**src/rtl/link_bp_pkg.sv**
```systemverilog
package link_bp_pkg;

    typedef enum logic [1:0] {
        FC_CREDIT  = 2'd0,
        FC_ONOFF   = 2'd1,
        FC_ACKNACK = 2'd2,
        FC_RSVD    = 2'd3
    } fc_mode_e;

endpackage

```
**src/rtl/link_bp_credit.sv**
```systemverilog
module link_bp_credit #(
    parameter int DEPTH = 8
) (
    input  logic clk,
    input  logic rst_n,
    input  logic enable,
    input  logic send,
    input  logic credit,
    output logic has_credit,
    output logic err
);
    localparam int CW = $clog2(DEPTH + 1);
    localparam logic [CW-1:0] FULL = CW'(DEPTH);

    typedef struct packed {
        logic [CW-1:0] cnt;
        logic          err;
    } cred_st_t;

    cred_st_t st_d, st_q;

    always_comb begin
        st_d = st_q;
        if (enable) begin
            case ({send, credit})
                2'b10: st_d.cnt = st_q.cnt - 1'b1;
                2'b01: begin
                    if (st_q.cnt == FULL) st_d.err = 1'b1;
                    else                  st_d.cnt = st_q.cnt + 1'b1;
                end
                default: st_d.cnt = st_q.cnt;
            endcase
        end
    end

    always_ff @(posedge clk) begin
        if (!rst_n) begin
            st_q.cnt <= FULL;
            st_q.err <= 1'b0;
        end else begin
            st_q <= st_d;
        end
    end

    assign has_credit = (st_q.cnt != '0);
    assign err        = st_q.err;

    AST_CREDIT_BOUND: assert property (@(posedge clk) disable iff (!rst_n)
        st_q.cnt <= FULL);
    AST_NO_SEND_DRY: assert property (@(posedge clk) disable iff (!rst_n)
        enable && send |-> st_q.cnt != '0);
    AST_SAME_CYCLE_HOLD: assert property (@(posedge clk) disable iff (!rst_n)
        enable && send && credit |=> $stable(st_q.cnt));
    AST_OVERFLOW_FLAG: assert property (@(posedge clk) disable iff (!rst_n)
        enable && credit && !send && st_q.cnt == FULL |=> st_q.err);
    AST_ERR_STICKY: assert property (@(posedge clk) disable iff (!rst_n)
        st_q.err |=> st_q.err);

endmodule

```
**src/rtl/link_bp_retx.sv**
```systemverilog
module link_bp_retx #(
    parameter int FLIT_W  = 16,
    parameter int TIMEOUT = 8
) (
    input  logic              clk,
    input  logic              rst_n,
    input  logic              enable,
    input  logic              src_valid,
    input  logic [FLIT_W-1:0] src_flit,
    input  logic              ack,
    input  logic              nack,
    output logic              busy,
    output logic              launch,
    output logic [FLIT_W-1:0] launch_flit
);
    localparam int TW = (TIMEOUT > 2) ? $clog2(TIMEOUT) : 2;
    localparam logic [TW-1:0] TLAST = TW'(TIMEOUT - 1);

    typedef struct packed {
        logic              busy;
        logic [FLIT_W-1:0] hold;
        logic [TW-1:0]     timer;
    } retx_st_t;

    retx_st_t st_d, st_q;

    always_comb begin
        st_d        = st_q;
        launch      = 1'b0;
        launch_flit = st_q.hold;
        if (enable && src_valid && !st_q.busy) begin
            st_d.busy   = 1'b1;
            st_d.hold   = src_flit;
            st_d.timer  = '0;
            launch      = 1'b1;
            launch_flit = src_flit;
        end else if (st_q.busy) begin
            if (ack) begin
                st_d.busy = 1'b0;
            end else if (nack || st_q.timer == TLAST) begin
                launch     = 1'b1;
                st_d.timer = '0;
            end else begin
                st_d.timer = st_q.timer + 1'b1;
            end
        end
    end

    always_ff @(posedge clk) begin
        if (!rst_n) st_q <= '0;
        else        st_q <= st_d;
    end

    assign busy = st_q.busy;

    AST_HOLD_STABLE: assert property (@(posedge clk) disable iff (!rst_n)
        st_q.busy && $past(st_q.busy) |-> $stable(st_q.hold));
    AST_NACK_RESEND: assert property (@(posedge clk) disable iff (!rst_n)
        st_q.busy && nack && !ack |-> launch && launch_flit == st_q.hold);
    AST_TIMER_BOUND: assert property (@(posedge clk) disable iff (!rst_n)
        st_q.timer <= TLAST);
    AST_ACK_NO_RESEND: assert property (@(posedge clk) disable iff (!rst_n)
        st_q.busy && ack |-> !launch);

endmodule

```
**src/rtl/link_bp_sender.sv**
```systemverilog
module link_bp_sender #(
    parameter int FLIT_W  = 16,
    parameter int DEPTH   = 8,
    parameter int TIMEOUT = 8
) (
    input  logic              clk,
    input  logic              rst_n,
    input  logic [1:0]        mode,
    input  logic              src_valid,
    input  logic [FLIT_W-1:0] src_flit,
    output logic              src_ready,
    output logic              tx_valid,
    output logic [FLIT_W-1:0] tx_flit,
    input  logic              credit_ret,
    input  logic              xon,
    input  logic              ack,
    input  logic              nack,
    output logic              credit_err
);
    import link_bp_pkg::*;

    typedef struct packed {
        logic              tx_valid;
        logic [FLIT_W-1:0] tx_flit;
    } tx_st_t;

    tx_st_t            st_d, st_q;
    fc_mode_e          fc;
    logic              is_ack, is_onoff, is_credit, accept;
    logic              has_credit, busy, launch;
    logic [FLIT_W-1:0] launch_flit;

    assign fc        = fc_mode_e'(mode);
    assign is_ack    = (fc == FC_ACKNACK);
    assign is_onoff  = (fc == FC_ONOFF);
    assign is_credit = !is_ack && !is_onoff;

    link_bp_credit #(.DEPTH(DEPTH)) i_credit (
        .clk        (clk),
        .rst_n      (rst_n),
        .enable     (is_credit),
        .send       (is_credit && accept),
        .credit     (credit_ret),
        .has_credit (has_credit),
        .err        (credit_err)
    );

    link_bp_retx #(.FLIT_W(FLIT_W), .TIMEOUT(TIMEOUT)) i_retx (
        .clk         (clk),
        .rst_n       (rst_n),
        .enable      (is_ack),
        .src_valid   (src_valid),
        .src_flit    (src_flit),
        .ack         (ack),
        .nack        (nack),
        .busy        (busy),
        .launch      (launch),
        .launch_flit (launch_flit)
    );

    always_comb begin
        if (is_ack)        src_ready = !busy;
        else if (is_onoff) src_ready = xon;
        else               src_ready = has_credit;
        accept = src_valid && src_ready;

        st_d = st_q;
        if (is_ack) begin
            st_d.tx_valid = launch;
            if (launch) st_d.tx_flit = launch_flit;
        end else begin
            st_d.tx_valid = accept;
            if (accept) st_d.tx_flit = src_flit;
        end
    end

    always_ff @(posedge clk) begin
        if (!rst_n) st_q <= '0;
        else        st_q <= st_d;
    end

    assign tx_valid = st_q.tx_valid;
    assign tx_flit  = st_q.tx_flit;

    AST_MODE_STATIC: assert property (@(posedge clk) disable iff (!rst_n)
        1'b1 |=> $stable(mode));
    AST_TX_AFTER_ACCEPT: assert property (@(posedge clk) disable iff (!rst_n)
        !is_ack && accept |=> tx_valid && tx_flit == $past(src_flit));
    AST_ONOFF_GATE: assert property (@(posedge clk) disable iff (!rst_n)
        is_onoff && !xon |-> !src_ready);
    AST_TX_ONLY_OUTSTANDING: assert property (@(posedge clk) disable iff (!rst_n)
        is_ack && tx_valid |-> busy);

endmodule

```
**config.mk**
```make
export PLATFORM = sky130hd
export DESIGN_NAME = link_bp_sender
export DESIGN_NICKNAME = d
export VERILOG_FILES = /design/src/rtl/link_bp_pkg.sv /design/src/rtl/link_bp_credit.sv /design/src/rtl/link_bp_retx.sv /design/src/rtl/link_bp_sender.sv
export SDC_FILE = /design/constraint.sdc
export NUM_CORES = 1
export LEC_CHECK = 0
export BUFFER_PORTS_ARGS = -buffer_cell sky130_fd_sc_hd__buf_2
export CAP_MARGIN = 25
export CORE_MARGIN = 4
export CORE_UTILIZATION = 57
export DETAILED_ROUTE_END_ITERATION = 6
export PLACE_DENSITY = 0.84
export SYNTH_ARGS = -nofsm -noshare
export SYNTH_HDL_FRONTEND = slang
export SYNTH_SLANG_ARGS = --single-unit
```
**constraint.sdc**
```tcl
create_clock -name clk -period 8.4 [get_ports clk]
set_clock_uncertainty 0.1 [all_clocks]
set_input_delay 0.84 -clock clk [delete_from_list [all_inputs] [get_ports clk]]
set_output_delay 0.84 -clock clk [all_outputs]
set_load 0.01 [all_outputs]
```
==> results_dict.tcl <==
set metrics [dict create \
    cap_violations 0 \
    cts-buffers-inserted 5 \
    setup_viol 0 \
    initial_core_util 0.612 \
    multi_input_area_um2 1000 \
    final_util 0.706 \
    synth_compound_area_frac 0.244 \
    antenna_left 0 \
    io_pins 44 \
    port_buffers 43 \
    synthesis.area_mm2 0.00193 \
    syn_inst 188 \
    synth_edf_count 0 \
    critPathKind "primary input to flop" \
    synth.distinct_cells 35 \
    ys_async_sr_fraction 0 \
    ir_drop_mv 0.124 \
    final_max_slew_viol_count 0 \
    first_global_vias 1586 \
    dieArea_mm2 0.00438 \
    synth_mux_area_frac 0.104 \
    startpoint_type "primary input" \
    p_leak_uw 0.00120 \
    coreArea_mm2 0.00315 \
    grt-ovfl-total 0 \
    path_max_fanout 6 \
    rsz0062_at_grt "false" \
    antenna_cells 0 \
    layout.area.seq_um2 841 \
    crit_arrival_ps 3600 \
    drt_iter0_markers 70 \
    dpl.hpwl_um 3160 \
    rows 20 \
    ctsHoldBuffers 0 \
    wl_per_cell_um 16.0 \
    fin_crit_sh 0.408 \
    required_ps 8580 \
    fin_nets 259 \
    cts_resized 0 \
    clockRootBuffer "clkbuf_4" \
    vias 1573 \
    drt-vias-per-instance 5.78 \
    postSynthAreaPerCell_um2 10.3 \
    synth_fa_ha_area_frac 0.0493 \
    drt-pass1-iter-count 6 \
    areaGrowthSynthToFinish_pct 15.4 \
    finalHoldViolations 0 \
    grt_use_total 0.210 \
    cts.sinks 42 \
    mostFrequentLayoutCell "buf_2" \
    post_cts_buffers 0 \
    finalWirelength_um 4360 \
    routabilityCongestion 0.832 \
    htreeDepth 2 \
    drc_errors 0 \
    power.density_mw_per_mm2 196 \
    fin_crit_ps 3430 \
    cts_buffer_depth 2 \
    clock.fmax_mhz 292 \
    hold_class "flop to flop" \
    ys_seq_area_frac 0.436 \
    drive_gt1_frac 0.263 \
    synth_top_family_by_area "compound AO/OA/AOI/OAI gates" \
    fin_setup_tns_ps 0 \
    synth_nets 220 \
    die_w_um 66.2 \
    synthFlopType "dfxtp_1" \
    clk_pin_slew_ps 130 \
    most-common-layout-cells "buf_2 (43), dfxtp_1 (42), mux2i_1 (20)" \
    max_slew_margin 0.413 \
    num-fill-cells 253 \
    grt_max_degree 26 \
    grt_pass1_wl_um 7020 \
    clk_latency_ps 360 \
    cts_tree "done" \
    yosys.area_share.simple 0.116 \
    tightestPinTransition_ps 879 \
    endpoint_kind "flop" \
    synth_seq_cells 42 \
    antenna_found_initial 0 \
    synth_xor_area_frac 0.00454 \
    status "finished, final reports clean" \
    die_y_um 66.2 \
    synth-warning-count 0 \
]
[layer usage]
| metal | global-route usage | vias to the layer above | part of all wire |
|---|---|---|---|
| met2 | 0.389 | 43 | 0.51 |
| met5 | 0 | - | 0 |
| met4 | 0.0736 | 0 | 0.017 |
| met3 | 0.0544 | 10 | 0.047 |
| met1 | 0.228 | 751 | 0.42 |
| li1 | - | 769 | - |
[sequential cells by signal, summed over array words and instances (netlist names)]
register and flops:
i_retx.st_q 19, tx_flit 16, i_retx.busy 1, tx_valid 1
i_credit.st_q 4, i_credit.err 1
[cells by family (layout without fill, tap and decap cells)]
logic type,after synthesis,in the layout
buffers and inverters,18,58
DFF,42,42
xor gates and xnor gates,1,1
and+or+nand+nor,40,40
muxes,20,20
adders and majority gates,7,7
AOI/OAI and AO/OA,60,60
[final timing paths]
check	end	slack (ps)	from	cells after the start
max	i_credit.st_q[4]$_SDFFE_PN1P_	4970	mode[0]	13
min	i_retx.st_q[11]$_SDFF_PN0_	400	i_retx.st_q[11]$_SDFF_PN0_	1
max reg2reg	i_credit.st_q[4]$_SDFFE_PN1P_	5260	i_credit.st_q[1]$_SDFFE_PN0P_	10
min reg2reg	i_retx.st_q[11]$_SDFF_PN0_	400	i_retx.st_q[11]$_SDFF_PN0_	1
[synth_stat cells, types with 2 or more instances]
cell,n,share of area
a22o_1,16,0.073
ha_1,6,0.039
a22oi_1,2,0.0078
o211a_1,15,0.078
a21o_1,2,0.0078
nand2b_1,3,0.0097
inv_1,5,0.0097
nand3_1,3,0.0078
dfxtp_1,42,0.44
clkbuf_1,10,0.019
a21oi_1,4,0.010
nor3_1,2,0.0052
nor2_1,6,0.012
nand2_1,13,0.025
buf_6,3,0.017
and3_1,2,0.0065
o21ai_0,16,0.041
mux2i_1,20,0.10
and2_1,2,0.0065
[layout make-up]
cell class | count | area share
clock buffers | 5 | 0.0169
repair buffers | 45 | 0.103
well taps | 44 | 0.0247
flip-flops and latches | 42 | 0.378
multi-input cells | 128 | 0.449
inverters | 5 | 0.00843
clock inverters | 3 | 0.0202
[stage by stage]
| stage | hold WS, ps | power, uW | setup slack [ps] | cells | area [um2] |
|---|---|---|---|---|---|
| after detailed placement | 366 | 309 | 4620 | 263 | 2140 |
| after global routing | 424 | 457 | 4890 | 272 | 2230 |
| after global placement | 357 | 302 | 4840 | 262 | 2130 |
| final | 397 | 438 | 4970 | 272 | 2230 |
| after CTS | 397 | 437 | 5020 | 271 | 2220 |
| after floorplan | 349 | 282 | 4920 | 188 | 1930 |
[critical path, cell delays in order]
cell and delay (ps):
buf_2 100, inv_1 40, ha_1 270, or3b_2 510, and3_1 250, nand3_1 120, nand2_1 120, ha_1 300
a21o_1 180, a21oi_1 210, a211oi_1 100, or3_1 320, a31o_2 240
[power breakdown]
group | leakage [uW] | internal (uW) | switching, uW | total, uW
combinational | 0.000814 | 37.7 | 44.2 | 81.8
sequential | 0.000344 | 214 | 9.63 | 223
clock | 0.0000374 | 62.4 | 70.1 | 132
Note: power is estimated with default switching activity, not from simulation.
